<file path="config.mk">
export PLATFORM = sky130hd
export DESIGN_NAME = sram_tdm_mux
export DESIGN_NICKNAME = d
export VERILOG_FILES = /design/src/rtl/sram_tdm_pkg.sv /design/src/rtl/tdm_phase_gen.sv /design/src/rtl/addr_ptr_bank.sv /design/src/rtl/tdm_slot_mux.sv /design/src/rtl/sram_tdm_mux.sv
export SDC_FILE = /design/constraint.sdc
export NUM_CORES = 1
export LEC_CHECK = 0
export CORE_ASPECT_RATIO = 0.9
export CORE_UTILIZATION = 50
export CTS_BUF_LIST = sky130_fd_sc_hd__clkbuf_16
export CTS_CLUSTER_DIAMETER = 40
export DETAILED_ROUTE_END_ITERATION = 8
export DONT_BUFFER_PORTS = 1
export PLACE_DENSITY = 0.76
export SETUP_SLACK_MARGIN = 0.3
export SLEW_MARGIN = 20
export SYNTH_ARGS = -nofsm -noshare
export SYNTH_HDL_FRONTEND = slang
export SYNTH_SLANG_ARGS = --single-unit
</file>
<file path="constraint.sdc">
create_clock -name clk -period 2.5 [get_ports clk]
set_input_delay 0.375 -clock clk [delete_from_list [all_inputs] [get_ports clk]]
set_output_delay 0.375 -clock clk [all_outputs]
set_load 0.1 [all_outputs]
</file>
<file path="src/rtl/sram_tdm_pkg.sv">
package sram_tdm_pkg;
  localparam int unsigned BUF_BYTES      = 1280;
  localparam int unsigned DATA_W         = 32;
  localparam int unsigned BYTES_PER_WORD = DATA_W / 8;
  localparam int unsigned LANE_W         = $clog2(BYTES_PER_WORD);
  localparam int unsigned BADDR_W        = $clog2(BUF_BYTES);
  localparam int unsigned WADDR_W        = BADDR_W - LANE_W;

  typedef logic [BADDR_W-1:0] baddr_t;
  typedef logic [WADDR_W-1:0] waddr_t;
  typedef logic [DATA_W-1:0]  word_t;

  typedef enum logic [1:0] {
    SLOT_USB  = 2'd0,
    SLOT_ATA  = 2'd1,
    SLOT_MCU  = 2'd2,
    SLOT_IDLE = 2'd3
  } slot_e;

  // Drop the byte-lane bits of a byte address.
  function automatic baddr_t align_byte(baddr_t a);
    return {a[BADDR_W-1:LANE_W], {LANE_W{1'b0}}};
  endfunction

  // Word index seen by the RAM port.
  function automatic waddr_t to_word(baddr_t a);
    return a[BADDR_W-1:LANE_W];
  endfunction

  // Next word pointer, wrapping at the end of the buffer.
  function automatic baddr_t step_byte(baddr_t a);
    logic [BADDR_W:0] n;
    n = {1'b0, align_byte(a)} + (BADDR_W+1)'(BYTES_PER_WORD);
    if (n >= (BADDR_W+1)'(BUF_BYTES)) n = '0;
    return n[BADDR_W-1:0];
  endfunction
endpackage

</file>
<file path="src/rtl/tdm_phase_gen.sv">
module tdm_phase_gen
  import sram_tdm_pkg::*;
(
  input  logic  clk,
  input  logic  rst_n,
  output slot_e slot
);
  logic [1:0] phase_q;

  always_ff @(posedge clk or negedge rst_n) begin
    if (!rst_n) phase_q <= 2'd0;
    else        phase_q <= phase_q + 2'd1;
  end

  assign slot = slot_e'(phase_q);


  idle_then_usb_chk: assert property (@(posedge clk) disable iff (!rst_n)
    ($past(slot) == SLOT_IDLE) |-> (slot == SLOT_USB));
endmodule

</file>
<file path="src/rtl/addr_ptr_bank.sv">
module addr_ptr_bank
  import sram_tdm_pkg::*;
#(
  parameter int unsigned N     = 2,
  parameter int unsigned IDX_W = (N > 1) ? $clog2(N) : 1
) (
  input  logic                       clk,
  input  logic                       rst_n,
  input  logic                       ld,
  input  logic [IDX_W-1:0]           ld_idx,
  input  baddr_t                     ld_val,
  input  logic                       adv,
  input  logic [IDX_W-1:0]           adv_idx,
  output logic [N-1:0][BADDR_W-1:0]  q
);
  logic [N-1:0] ld_hit;
  logic [N-1:0] adv_hit;

  always_comb begin
    for (int i = 0; i < N; i++) begin
      ld_hit[i]  = ld  && (int'(ld_idx)  == i);
      adv_hit[i] = adv && (int'(adv_idx) == i);
    end
  end

  always_ff @(posedge clk or negedge rst_n) begin
    if (!rst_n) begin
      q <= '0;
    end else begin
      for (int i = 0; i < N; i++) begin
        if (ld_hit[i])       q[i] <= align_byte(ld_val);
        else if (adv_hit[i]) q[i] <= step_byte(q[i]);
      end
    end
  end

  for (genvar g = 0; g < N; g++) begin : g_chk

    ptr_hold_chk: assert property (@(posedge clk) disable iff (!rst_n)
      (!ld_hit[g] && !adv_hit[g]) |=> $stable(q[g]));
  end
endmodule

</file>
<file path="src/rtl/tdm_slot_mux.sv">
module tdm_slot_mux
  import sram_tdm_pkg::*;
(
  input  logic   clk,
  input  logic   rst_n,
  input  slot_e  slot,
  input  logic   usb_req,
  input  logic   usb_ok,
  input  logic   usb_we,
  input  word_t  usb_wdata,
  input  baddr_t usb_addr,
  input  logic   ata_req,
  input  logic   ata_we,
  input  word_t  ata_wdata,
  input  baddr_t ata_addr,
  input  logic   mcu_req,
  input  logic   mcu_we,
  input  word_t  mcu_wdata,
  input  baddr_t mcu_addr,
  output logic   usb_hit,
  output logic   ata_hit,
  output logic   mcu_hit,
  output logic   ram_en,
  output logic   ram_we,
  output waddr_t ram_addr,
  output word_t  ram_wdata,
  output logic   usb_rvalid,
  output logic   ata_rvalid,
  output logic   mcu_rvalid
);
  assign usb_hit = (slot == SLOT_USB) && usb_req && usb_ok;
  assign ata_hit = (slot == SLOT_ATA) && ata_req;
  assign mcu_hit = (slot == SLOT_MCU) && mcu_req;

  always_comb begin
    ram_en    = 1'b0;
    ram_we    = 1'b0;
    ram_addr  = '0;
    ram_wdata = '0;
    unique case (slot)
      SLOT_USB: begin
        ram_en    = usb_hit;
        ram_we    = usb_hit && usb_we;
        ram_addr  = to_word(usb_addr);
        ram_wdata = usb_wdata;
      end
      SLOT_ATA: begin
        ram_en    = ata_hit;
        ram_we    = ata_hit && ata_we;
        ram_addr  = to_word(ata_addr);
        ram_wdata = ata_wdata;
      end
      SLOT_MCU: begin
        ram_en    = mcu_hit;
        ram_we    = mcu_hit && mcu_we;
        ram_addr  = to_word(mcu_addr);
        ram_wdata = mcu_wdata;
      end
      default: ;
    endcase
  end

  always_ff @(posedge clk or negedge rst_n) begin
    if (!rst_n) begin
      usb_rvalid <= 1'b0;
      ata_rvalid <= 1'b0;
      mcu_rvalid <= 1'b0;
    end else begin
      usb_rvalid <= usb_hit && !usb_we;
      ata_rvalid <= ata_hit && !ata_we;
      mcu_rvalid <= mcu_hit && !mcu_we;
    end
  end


  we_needs_en_chk: assert property (@(posedge clk) disable iff (!rst_n)
    ram_we |-> ram_en);


  rvalid_onehot_chk: assert property (@(posedge clk) disable iff (!rst_n)
    $onehot0({usb_rvalid, ata_rvalid, mcu_rvalid}));


  usb_rvalid_src_chk: assert property (@(posedge clk) disable iff (!rst_n)
    usb_rvalid |-> $past(ram_en && !ram_we && slot == SLOT_USB));


  mcu_rvalid_src_chk: assert property (@(posedge clk) disable iff (!rst_n)
    mcu_rvalid |-> $past(ram_en && !ram_we && slot == SLOT_MCU));
endmodule

</file>
<file path="src/rtl/sram_tdm_mux.sv">
module sram_tdm_mux
  import sram_tdm_pkg::*;
#(
  parameter int unsigned NUM_EP = 5,
  parameter int unsigned EP_W   = (NUM_EP > 1) ? $clog2(NUM_EP) : 1
) (
  input  logic               clk,
  input  logic               rst_n,
  input  logic [EP_W-1:0]    usb_ep,
  input  logic               usb_req,
  input  logic               usb_we,
  input  logic [DATA_W-1:0]  usb_wdata,
  input  logic               usb_ld,
  input  logic [EP_W-1:0]    usb_ld_ep,
  input  logic [BADDR_W-1:0] usb_ld_addr,
  output logic               usb_rvalid,
  input  logic               ata_dir,
  input  logic               ata_req,
  input  logic               ata_we,
  input  logic [DATA_W-1:0]  ata_wdata,
  input  logic               ata_ld,
  input  logic               ata_ld_sel,
  input  logic [BADDR_W-1:0] ata_ld_addr,
  output logic               ata_rvalid,
  input  logic               mcu_req,
  input  logic               mcu_we,
  input  logic [DATA_W-1:0]  mcu_wdata,
  input  logic               mcu_ld,
  input  logic [BADDR_W-1:0] mcu_ld_addr,
  output logic               mcu_rvalid,
  output logic [DATA_W-1:0]  rd_data,
  output logic [1:0]         slot,
  output logic               ram_en,
  output logic               ram_we,
  output logic [WADDR_W-1:0] ram_addr,
  output logic [DATA_W-1:0]  ram_wdata,
  input  logic [DATA_W-1:0]  ram_rdata
);
  slot_e slot_now;
  logic  usb_hit, ata_hit, mcu_hit;
  logic  usb_ep_ok;
  logic [EP_W-1:0] usb_idx;

  logic [NUM_EP-1:0][BADDR_W-1:0] usb_ptr;
  logic [1:0][BADDR_W-1:0]        ata_ptr;
  logic [0:0][BADDR_W-1:0]        mcu_ptr;

  tdm_phase_gen u_phase (
    .clk   (clk),
    .rst_n (rst_n),
    .slot  (slot_now)
  );

  assign slot      = slot_now;
  assign usb_ep_ok = int'(usb_ep) < NUM_EP;
  assign usb_idx   = usb_ep_ok ? usb_ep : '0;

  addr_ptr_bank #(.N(NUM_EP), .IDX_W(EP_W)) u_usb_ptrs (
    .clk     (clk),
    .rst_n   (rst_n),
    .ld      (usb_ld),
    .ld_idx  (usb_ld_ep),
    .ld_val  (usb_ld_addr),
    .adv     (usb_hit),
    .adv_idx (usb_idx),
    .q       (usb_ptr)
  );

  addr_ptr_bank #(.N(2), .IDX_W(1)) u_ata_ptrs (
    .clk     (clk),
    .rst_n   (rst_n),
    .ld      (ata_ld),
    .ld_idx  (ata_ld_sel),
    .ld_val  (ata_ld_addr),
    .adv     (ata_hit),
    .adv_idx (ata_dir),
    .q       (ata_ptr)
  );

  addr_ptr_bank #(.N(1), .IDX_W(1)) u_mcu_ptr (
    .clk     (clk),
    .rst_n   (rst_n),
    .ld      (mcu_ld),
    .ld_idx  (1'b0),
    .ld_val  (mcu_ld_addr),
    .adv     (mcu_hit),
    .adv_idx (1'b0),
    .q       (mcu_ptr)
  );

  tdm_slot_mux u_mux (
    .clk        (clk),
    .rst_n      (rst_n),
    .slot       (slot_now),
    .usb_req    (usb_req),
    .usb_ok     (usb_ep_ok),
    .usb_we     (usb_we),
    .usb_wdata  (usb_wdata),
    .usb_addr   (usb_ptr[usb_idx]),
    .ata_req    (ata_req),
    .ata_we     (ata_we),
    .ata_wdata  (ata_wdata),
    .ata_addr   (ata_ptr[ata_dir]),
    .mcu_req    (mcu_req),
    .mcu_we     (mcu_we),
    .mcu_wdata  (mcu_wdata),
    .mcu_addr   (mcu_ptr[0]),
    .usb_hit    (usb_hit),
    .ata_hit    (ata_hit),
    .mcu_hit    (mcu_hit),
    .ram_en     (ram_en),
    .ram_we     (ram_we),
    .ram_addr   (ram_addr),
    .ram_wdata  (ram_wdata),
    .usb_rvalid (usb_rvalid),
    .ata_rvalid (ata_rvalid),
    .mcu_rvalid (mcu_rvalid)
  );

  assign rd_data = ram_rdata;


  idle_slot_quiet_chk: assert property (@(posedge clk) disable iff (!rst_n)
    (slot_now == SLOT_IDLE) |-> !ram_en);


  usb_bad_ep_chk: assert property (@(posedge clk) disable iff (!rst_n)
    (slot_now == SLOT_USB && !usb_ep_ok) |-> !ram_en);
endmodule

</file>
==> results.ini, run 1 <==
[place]
globalplace.congestion = 0.954
numPlacedInstances = 1053
detailed_placement_hpwl_um = 16700
port-buffer-count = 0

[sta]
worstMarginPinSlew_ps = 867
max_slew_violation_total_from_the_final_report = 0
final.setup.tns_ps = 0
timing.clock.skew_ps = 8.04
fin_hold_ws_ps = 78.6
relSlewSlack_pct = 42.3
minimum_clock_period_ps = 2400
setup_repair_after_global_routing_missed_its_margin = yes
hold_viol = 0
final-setup-viol-count = 0
post-route-period-util_pct = 96.1
maxClockFrequency_ghz = 0.416

[grt]
grt_util_all_layers_pct = 32.2
grt_antenna_before_repair = 0
grt_overflow = 0
grt_pass1_vias = 6714
wire_length_of_the_first_global_routing_pass_um = 36600
grt_start_max_net_pins = 78

[logic_synthesis]
synth.yosys.seq_area_share_pct = 27.5
synth_simple_gate_area_share_pct = 28.4
postSynthRegisterBits = 77
postSynthAreaPerCell_um2 = 7.63
yosys_top_cell_by_area = sky130_fd_sc_hd__dfrtp_1
synth_xor_xnor_area_share_pct = 0
ys.warnings.count = 0
post_synth_most_frequent_cells = sky130_fd_sc_hd__nor2_1 (119), sky130_fd_sc_hd__nand2_1 (79), sky130_fd_sc_hd__dfrtp_1 (77)
synth.area.top_cells = sky130_fd_sc_hd__dfrtp_1 (28%), sky130_fd_sc_hd__nor2_1 (6.4%), sky130_fd_sc_hd__a21oi_1 (5.2%), sky130_fd_sc_hd__a222oi_1 (4.6%), sky130_fd_sc_hd__nand2_1 (4.2%)
ys.flop_type = sky130_fd_sc_hd__dfrtp_1
proportion_of_register_bits_with_asynchronous_set_or_reset_after_synthesis_pct = 100
synth_compound_area_share_pct = 29.8
synth_most_common_cell = sky130_fd_sc_hd__nor2_1
post_synth_instance_area_um2 = 6990
synthMuxAreaShare_pct = 3.04
synthesis.nets = 1117
synth.distinct_cells = 75
synth_top_area_share_pct = 27.5
synthAdderAreaFrac_pct = 3.58
dominant_combinational_cell_family_by_area_after_synthesis = compound AO/OA/AOI/OAI gates
postSynthCellCount = 917
synth_enable_flop_cells = 0

[setup_path]
timing.critical_path.max_delay_family = compound AO/OA/AOI/OAI gates
ff2ff_path_depth = 8
timing.critical_path.slowest_stage_cell = sky130_fd_sc_hd__a222oi_1
slowest_delay_ps = 520
worst-path-stages = 6
critical_path.most_common_cell = sky130_fd_sc_hd__buf_12
cp_data_arrival_time_ps = 2030
timing.critical_path.buf_inv = 3
cp_startpoint_kind = flip-flop
critical_path_peak_fanout = 32
required_ps = 2120
end_kind = output port
critical_path_cell_list = inv_4 > ha_4 > buf_12 > a222oi_1 > nor2_4 > buf_12
setup_cp_type = flip-flop to output port

[finish]
drive_above_1_share_pct = 22.9
layout.core_utilization_pct = 65.9
n_antenna_cell = 0
stdcell_count = 1094
area_added_between_synthesis_and_finish_pct = 27.3
finish.net_count = 1121

[floorplan]
start_util_pct = 51.8
die_width_um = 127
design.die.area_um2 = 14500
row_count = 40
core_region_area_um2 = 13500
top_level_ports = 260
die_height_um = 114

[clock_tree]
clk_transition_reported_paths_ps = 60
cts-htree-levels = 3
clockBufferDepth = 2
cts.sinks = 77
clock_latency_late_sink_ps = 350
ctsRootBufferMaster = sky130_fd_sc_hd__clkbuf_16
tritoncts = yes
tritoncts.num_buffers = 9

[pwr]
power.leakage_nw = 3.32
power.clock.fraction_pct = 24.4
worst_ir_drop_vdd_mv = 0.432
p_seq_share_pct = 34.9
power.net_switching_mw = 2.29
p_comb_share_pct = 40.8
intPower_mw = 3.10
power_switching_share_pct = 42.5
cellPowerDensity_nw_per_um2 = 606

[detailed_routing]
vias_per_cell = 7.10
highest-signal-layer = met4
detail_route.wl_per_cell_um = 22.3
totalWireLength_um = 24400
num_vias = 7764
antenna_violating_nets_post_route = 0
drc = 2
drt_iter0_drc = 1050
routed-wl-met3_um = 2960
met1_length_um = 10000
initial_drt_pass_iterations = 9
met2RoutedLength_um = 10800

[run]
cap_viol_max_count = 0

[outcome]
status = complete, but fails checks
failed_checks = design-rule violations

[min_path]
holdCritPathClass = primary input to flip-flop
hold-path-cell-count = 1

-- cells in the final DEF (no fill, tap or decap), types with 15 or more instances in the layout --
cell type | netlist | routed
sky130_fd_sc_hd__and3_1 | 18 | 18
sky130_fd_sc_hd__buf_4 | 32 | 31
sky130_fd_sc_hd__o21ai_0 | 55 | 52
sky130_fd_sc_hd__nor2_4 | 0 | 32
sky130_fd_sc_hd__nor2_1 | 119 | 87
sky130_fd_sc_hd__nor3_1 | 25 | 21
sky130_fd_sc_hd__buf_12 | 0 | 45
sky130_fd_sc_hd__a31oi_1 | 38 | 37
sky130_fd_sc_hd__a222oi_1 | 32 | 32
sky130_fd_sc_hd__nand2_1 | 79 | 72
sky130_fd_sc_hd__dfrtp_1 | 77 | 69
sky130_fd_sc_hd__nand3_1 | 36 | 34
sky130_fd_sc_hd__a21oi_1 | 73 | 61
sky130_fd_sc_hd__nand4_1 | 15 | 15
-- sequential cells by signal (all words and copies together), names as in the netlist --
register,count
u_usb_ptrs.q,45
u_mux.usb_rvalid,1
u_ata_ptrs.q,18
u_mux.mcu_rvalid,1
u_phase.slot,2
u_mcu_ptr.q,9
u_mux.ata_rvalid,1
-- cell type report --
class / instances / area (um2)
Clock buffer: 9 / 225
Timing Repair Buffer: 85 / 1280
Tap cell: 168 / 210
Sequential cell: 77 / 1940
Clock inverter: 7 / 60.1
Fill cell: 1057 / 4610
Multi-Input combinational cell: 735 / 5130
Inverter: 13 / 53.8
-- path summary, 6_finish.rpt --
check	slack (ps)	start	to
min	80	mcu_we	u_mux.mcu_rvalid
max in group asynchronous	1520	rst_n	u_phase.slot[0]
max reg2reg	250	u_phase.slot[0]	u_usb_ptrs.q[50]
max	100	u_phase.slot[0]	ram_wdata[20]
min in group asynchronous	580	rst_n	u_ata_ptrs.q[20]
min reg2reg	620	u_mcu_ptr.q[6]	u_mcu_ptr.q[6]
-- cell families after synthesis --
| group | after synthesis |
|---|---|
| and+or+nand+nor | 393 |
| adders and majority gates | 20 |
| DFF | 77 |
| AOI/OAI and AO/OA | 302 |
| buffers and inverters | 105 |
| muxes | 20 |
-- worst reg2reg max path, cell delays in order (launching register included) --
cell                       delay, ps
sky130_fd_sc_hd__dfrtp_4         510
sky130_fd_sc_hd__inv_4           100
sky130_fd_sc_hd__ha_4            180
sky130_fd_sc_hd__nand2_2         180
sky130_fd_sc_hd__or3_4           490
sky130_fd_sc_hd__clkbuf_2        190
sky130_fd_sc_hd__a21o_1          190
sky130_fd_sc_hd__a22oi_1         190
sky130_fd_sc_hd__a21oi_1         100
-- through the flow --
step	setup WS [ps]	power, mW	area, um2
CTS	108	5.31	8720
finish	97.1	5.39	8900
detailed placement	245	3.94	8190
global route	19.2	5.65	8900
floorplan	221	3.59	7580
global placement	289	3.90	8190
-- routing by layer --
metal,GRT usage (%),vias up
li1,-,3499
met1,46.0,3676
met2,47.4,528
met3,8.04,61
met4,10.6,0
met5,0,-
-- power groups by stage --
stage / logic [mW] / clock network (mW) / registers (mW)
2_1_floorplan: 1.87 / 0 / 1.72
3_3_place_gp: 2.04 / 0 / 1.86
3_5_place_dp: 2.07 / 0 / 1.87
4_1_cts: 2.14 / 1.33 / 1.85
5_1_grt: 2.36 / 1.38 / 1.91
6_report: 2.20 / 1.31 / 1.88
-- what timing repair did --
item,in CTS,in global routing
buffers inserted,12,10
endpoints found under the hold margin,77,0
gates resized for setup,21,27
hold buffers,2,0
pin swaps,29,30
setup endpoints to repair,52,89
gates cloned,0,1
Power figures use the tool's default switching activity.
==> run 2: changes to the inputs <==
--- a/config.mk
+++ b/config.mk
@@ -5,7 +5,6 @@
 export SDC_FILE = /design/constraint.sdc
 export NUM_CORES = 1
 export LEC_CHECK = 0
-export CORE_ASPECT_RATIO = 0.9
 export CORE_UTILIZATION = 50
 export CTS_BUF_LIST = sky130_fd_sc_hd__clkbuf_16
 export CTS_CLUSTER_DIAMETER = 40
@@ -13,6 +12,7 @@
 export DONT_BUFFER_PORTS = 1
 export PLACE_DENSITY = 0.76
 export SETUP_SLACK_MARGIN = 0.3
+export SKIP_CTS_REPAIR_TIMING = 1
 export SLEW_MARGIN = 20
 export SYNTH_ARGS = -nofsm -noshare
 export SYNTH_HDL_FRONTEND = slang
==> run 2 against run 1 <==
- the run now ends clean
- total power is 1.2% lower
- hold slack better by 7.1 ps
- sequential power hardly changed
- non-clock buffer count is 8 higher
- die area hardly changed
- combinational power is 2% higher
- clock power is 8% lower
- global-route usage is 0.55 points lower
- worst setup slack worse by 57 ps
- critical endpoint is now ram_wdata[0]
==> results.ini, run 2 (synthesis results as in run 1) <==
[outcome]
status = finished clean

[sta]
minimum_clock_period_ps = 2460  ; +57.1 ps
final-setup-viol-count = 0  ; unchanged
relSlewSlack_pct = 41.0  ; -1.2 points
fin_hold_ws_ps = 85.7  ; +7.12 ps
post-route-period-util_pct = 98.4  ; +2.3 points
worstMarginPinSlew_ps = 885  ; +18.2 ps
maxClockFrequency_ghz = 0.407  ; -2.3%
setup_repair_after_global_routing_missed_its_margin = yes
timing.clock.skew_ps = 11.6  ; +3.54 ps
max_slew_violation_total_from_the_final_report = 0  ; unchanged
hold_viol = 0  ; unchanged

[finish]
flip_flop_count_of_the_largest_register_all_copies_and_words_added = 45  ; unchanged
n_antenna_cell = 0  ; unchanged
reg.largest.list = u_usb_ptrs.q: 45 flops, u_ata_ptrs.q: 18 flops, u_mcu_ptr.q: 9 flops
registers.top_by_ff_count = u_usb_ptrs.q
area_added_between_synthesis_and_finish_pct = 29.4
mostFrequentLayoutCells = sky130_fd_sc_hd__nor2_1 (87), sky130_fd_sc_hd__nand2_1 (72), sky130_fd_sc_hd__dfrtp_1 (72)
finish.net_count = 1130  ; +0.80%
drive_above_1_share_pct = 23.9  ; +0.96 points
layout.core_utilization_pct = 67.3  ; +1.4 points
final_common_cell = sky130_fd_sc_hd__nor2_1

[floorplan]
start_util_pct = 52.0  ; +0.23 points
core_region_area_um2 = 13500  ; -0.44%
row_count = 42  ; +5.0%
die_width_um = 120  ; -5.1%
die_height_um = 120  ; +5.3%
design.die.area_um2 = 14500  ; about the same
top_level_ports = 260  ; unchanged

[setup_path]
crit-reg2reg-launch = u_phase.slot[0]
timing.rr.end = u_usb_ptrs.q[17]
ff2ff_path_depth = 8  ; unchanged
cp_startpoint_kind = flip-flop
critical_path_peak_fanout = 6  ; -81%
end_kind = output port
r2r_setup_slack_ps = 190  ; -60 ps
cp_data_arrival_time_ps = 2090  ; +60 ps
setup_cp_type = flip-flop to output port
required_ps = 2120  ; about the same

[clock_tree]
cts.sinks = 77  ; unchanged
tritoncts = yes
ctsRootBufferMaster = sky130_fd_sc_hd__clkbuf_16
clockBufferDepth = 2  ; unchanged
cts-htree-levels = 3  ; unchanged
clock_latency_late_sink_ps = 350  ; about the same
tritoncts.num_buffers = 9  ; unchanged
clk_transition_reported_paths_ps = 70  ; about the same

[detailed_routing]
detail_route.wl_per_cell_um = 22.7  ; +1.7%
initial_drt_pass_iterations = 7  ; -2
num_vias = 7874  ; +1.4%
antenna_violating_nets_post_route = 0  ; unchanged
drc = 0  ; -2
totalWireLength_um = 25200  ; +3.3%
drt_iter0_drc = 1204  ; +15%
vias_per_cell = 7.09  ; -0.14%

[pwr]
cellPowerDensity_nw_per_um2 = 589  ; -2.8%
power.leakage_nw = 3.39  ; +2.0%
worst_ir_drop_vdd_mv = 0.475  ; +10%

[run]
cap_viol_max_count = 0  ; unchanged

[grt]
grt_antenna_before_repair = 0  ; unchanged
wire_length_of_the_first_global_routing_pass_um = 36100  ; -1.5%
grt_pass1_vias = 6750  ; +0.54%
grt_overflow = 0  ; unchanged
grt_start_max_net_pins = 78  ; unchanged
grt_util_all_layers_pct = 31.7  ; -0.55 points

[place]
port-buffer-count = 0  ; unchanged
globalplace.congestion = 0.959  ; +0.57%
detailed_placement_hpwl_um = 16900  ; +0.89%

[min_path]
end_point_of_the_worst_hold_path = u_mux.ata_rvalid
min_from = ata_we
hold-path-cell-count = 1  ; unchanged
holdCritPathClass = primary input to flip-flop

-- run 2: cell types whose count changed in the layout (fill, tap and decap cells not counted), sizes merged --
cell      delta
bufinv       -1
buf          +5
inv          -1
clkbuf       +3
or3          +1
clkinvlp     +2
-- run 2: worst max-delay path by stage --
stage	from	end	cells after the start
2_1_floorplan	u_phase.slot[0]	ram_we	7
3_3_place_gp	u_phase.slot[0]	u_usb_ptrs.q[17]	7
3_5_place_dp	u_phase.slot[0]	u_usb_ptrs.q[20]	7
4_1_cts	u_phase.slot[0]	ram_addr[7]	7
5_1_grt	u_phase.slot[0]	ram_addr[5]	8
6_report	u_phase.slot[0]	ram_wdata[0]	5
-- run 2: routing by layer --
metal | part of all wire, % | wire [um] | GRT usage, % | vias to the layer above
met2 | 46 | 11600 | 48.8 | 492
met5 | 0 | 0 | 0 | -
met4 | 2.7 | 671 | 9.57 | 0
li1 | - | - | - | 3520
met1 | 39 | 9810 | 42.2 | 3803
met3 | 12 | 3060 | 10.0 | 59
-- run 2: worst max-delay path, cell delays in order (launching register included) --
cell and delay (ps):
sky130_fd_sc_hd__dfrtp_4 520, sky130_fd_sc_hd__ha_4 240, sky130_fd_sc_hd__clkbuf_16 180, sky130_fd_sc_hd__a222oi_1 500, sky130_fd_sc_hd__nor2_4 90, sky130_fd_sc_hd__buf_12 180
-- run 2: cell type report --
cell class	instances	area [um2]
Multi-Input combinational cell	736	5190
Tap cell	176	220
Clock inverter	7	36.3
Clock buffer	9	225
Timing Repair Buffer	93	1380
Inverter	13	56.3
Sequential cell	77	1940
Fill cell	1067	4400
-- run 2: report_power, final --
| part | leakage [nW] | switching (mW) | total, mW | internal, mW |
|---|---|---|---|---|
| clock | 0.131 | 0.552 | 1.21 | 0.658 |
| sequential | 0.863 | 0.412 | 1.87 | 1.46 |
| combinational | 2.39 | 1.35 | 2.25 | 0.898 |
| total | 3.39 | 2.31 | 5.33 | 3.02 |
-- run 2: per-stage QoR --
stage / setup TNS, ps / instance area, um2 / instances / worst slack, ps / total power, mW
after detailed placement: 0 / 8270 / 1069 / 116 / 3.96
final: 0 / 9050 / 1111 / 40.0 / 5.33
after global routing: 0 / 9050 / 1111 / 3.30 / 5.59
after floorplan: 0 / 7580 / 917 / 221 / 3.59
after global placement: 0 / 8270 / 1069 / 159 / 3.93
after CTS: -464 / 8530 / 1085 / -80.4 / 5.18
==> run 3: changes to the inputs <==
--- a/config.mk
+++ b/config.mk
@@ -6,7 +6,7 @@
 export NUM_CORES = 1
 export LEC_CHECK = 0
 export CORE_UTILIZATION = 50
-export CTS_BUF_LIST = sky130_fd_sc_hd__clkbuf_16
+export CTS_BUF_LIST = sky130_fd_sc_hd__clkbuf_8
 export CTS_CLUSTER_DIAMETER = 40
 export DETAILED_ROUTE_END_ITERATION = 8
 export DONT_BUFFER_PORTS = 1
==> run 3 against run 2 <==
- first-iteration DRC count down 5.7%
- largest cell class unchanged
- register-to-register slack better by 60 ps
- global-route usage shrank 0.14 points
- critical endpoint is now ram_wdata[8]
- critical path type unchanged
==> results.ini, run 3 (synthesis results as in run 1) <==
[detailed_routing]
num_vias = 7744  ; -1.7%
drc = 0  ; unchanged
antenna_violating_nets_post_route = 0  ; unchanged
vias_per_cell = 7.00  ; -1.2%
drt_iter0_drc = 1135  ; -5.7%
detail_route.wl_per_cell_um = 21.9  ; -3.5%
initial_drt_pass_iterations = 8  ; +1
totalWireLength_um = 24200  ; -3.9%

[sta]
final-setup-viol-count = 0  ; unchanged
minimum_clock_period_ps = 2480  ; +15.9 ps
relSlewSlack_pct = 41.3  ; +0.22 points
max_slew_violation_total_from_the_final_report = 0  ; unchanged
setup_repair_after_global_routing_missed_its_margin = yes
timing.clock.skew_ps = 14.6  ; +3.04 ps
worstMarginPinSlew_ps = 882  ; -3.29 ps
maxClockFrequency_ghz = 0.404  ; -0.64%
fin_hold_ws_ps = 43.7  ; -42.0 ps
final.setup.tns_ps = 0  ; unchanged
post-route-period-util_pct = 99.0  ; +0.64 points
hold_viol = 0  ; unchanged

[setup_path]
cp_data_arrival_time_ps = 2100  ; about the same
required_ps = 2120  ; about the same
critical_path_peak_fanout = 25  ; +19
end_kind = output port
cp_startpoint_kind = flip-flop
setup_cp_type = flip-flop to output port

[place]
numPlacedInstances = 1069  ; unchanged
port-buffer-count = 0  ; unchanged
detailed_placement_hpwl_um = 16900  ; unchanged
globalplace.congestion = 0.959  ; unchanged

[finish]
final_common_cell = sky130_fd_sc_hd__nor2_1
finish.net_count = 1125  ; -0.44%
registers.top_by_ff_count = u_usb_ptrs.q
area_added_between_synthesis_and_finish_pct = 26.8
drive_above_1_share_pct = 23.1  ; -0.73 points
regArea_um2 = 1940  ; unchanged
mostFrequentLayoutCells = sky130_fd_sc_hd__nor2_1 (87), sky130_fd_sc_hd__nand2_1 (74), sky130_fd_sc_hd__dfrtp_1 (72)
flip_flop_count_of_the_largest_register_all_copies_and_words_added = 45  ; unchanged
area_of_the_multi_input_gates_um2 = 5190  ; about the same
n_antenna_cell = 0  ; unchanged
layout.filler_cells = 1090  ; +2.2%
stdcell_count = 1106  ; -0.45%
reg.largest.list = u_usb_ptrs.q: 45 flops, u_ata_ptrs.q: 18 flops, u_mcu_ptr.q: 9 flops

[grt]
grt_start_max_net_pins = 78  ; unchanged
grt_pass1_vias = 6699  ; -0.76%
wire_length_of_the_first_global_routing_pass_um = 35900  ; -0.57%
grt_overflow = 0  ; unchanged
grt_util_all_layers_pct = 31.5  ; -0.14 points
grt_antenna_before_repair = 0  ; unchanged

[run]
cap_viol_max_count = 0  ; unchanged

[pwr]
cellPowerDensity_nw_per_um2 = 563  ; -4.4%
power.leakage_nw = 3.29  ; -2.8%
power.total_mw = 4.99  ; -6.3%
worst_ir_drop_vdd_mv = 0.434  ; -8.7%

[outcome]
status = finished clean

[clock_tree]
clockBufferDepth = 2  ; unchanged
cts-htree-levels = 3  ; unchanged
tritoncts.num_buffers = 9  ; unchanged
tritoncts = yes
ctsRootBufferMaster = sky130_fd_sc_hd__clkbuf_8
cts.sinks = 77  ; unchanged
clock_latency_late_sink_ps = 390  ; +40 ps
clk_transition_reported_paths_ps = 90  ; +20 ps

[floorplan]
row_count = 42  ; unchanged
design.die.area_um2 = 14500  ; unchanged
start_util_pct = 52.0  ; unchanged
die_width_um = 120  ; unchanged
top_level_ports = 260  ; unchanged
core_region_area_um2 = 13500  ; unchanged
die_height_um = 120  ; unchanged

[min_path]
holdCritPathClass = primary input to flip-flop

-- run 3: changes by cell type in the layout (fill, tap and decap cells not counted), sizes merged --
cell / change
clkbuf: -4
clkinv: -1
-- run 3: per-stage QoR --
stage | setup slack [ps] | utilization (%) | instance area (um2)
finish | 24.1 | 65.9 | 8870
floorplan | 221 | - | 7580
CTS | -130 | 62.7 | 8440
detailed placement | 116 | 61.5 | 8270
global route | -37.6 | 65.9 | 8870
global placement | 159 | 61.5 | 8270
-- run 3: critical path: stages, from the launching register on --
cell,delay (ps)
sky130_fd_sc_hd__dfrtp_4,470
sky130_fd_sc_hd__inv_4,50
sky130_fd_sc_hd__ha_4,210
sky130_fd_sc_hd__buf_12,170
sky130_fd_sc_hd__a222oi_1,530
sky130_fd_sc_hd__nor2_4,90
sky130_fd_sc_hd__buf_12,180
-- run 3: power breakdown --
part	total [mW]	internal [mW]	switching (mW)	leakage, nW
Clock	0.895	0.377	0.517	0.0907
Combinational	2.23	0.895	1.34	2.34
Sequential	1.87	1.46	0.410	0.862
-- run 3: final cells by class --
cell class	count	area share, %
sequential	77	21.9
inverter	13	0.607
clock inverter	6	0.367
clock buffer	10	1.55
tap	176	2.48
multi-input combinational	736	58.5
timing repair buffer	88	14.6
-- run 3: path summary, 6_finish.rpt --
check / start / end / slack, ps / depth (start not counted)
min in group asynchronous: rst_n / u_ata_ptrs.q[19] / 510 / 2
max in group asynchronous: rst_n / u_usb_ptrs.q[25] / 1600 / 2
setup / recovery: u_phase.slot[1] / ram_wdata[8] / 20 / 6
setup reg to reg: u_phase.slot[0] / u_usb_ptrs.q[46] / 250 / 10
hold reg to reg: u_phase.slot[0] / u_phase.slot[0] / 550 / 1
hold / removal: mcu_we / u_mux.mcu_rvalid / 40 / 1
-- run 3: layer usage --
metal | vias to the layer above | track usage [%] | share of wire [%]
li1 | 3502 | - | -
met1 | 3701 | 42.5 | 40
met2 | 493 | 48.5 | 47
met3 | 48 | 8.96 | 11
met4 | 0 | 10.3 | 2.1
met5 | - | 0 | 0
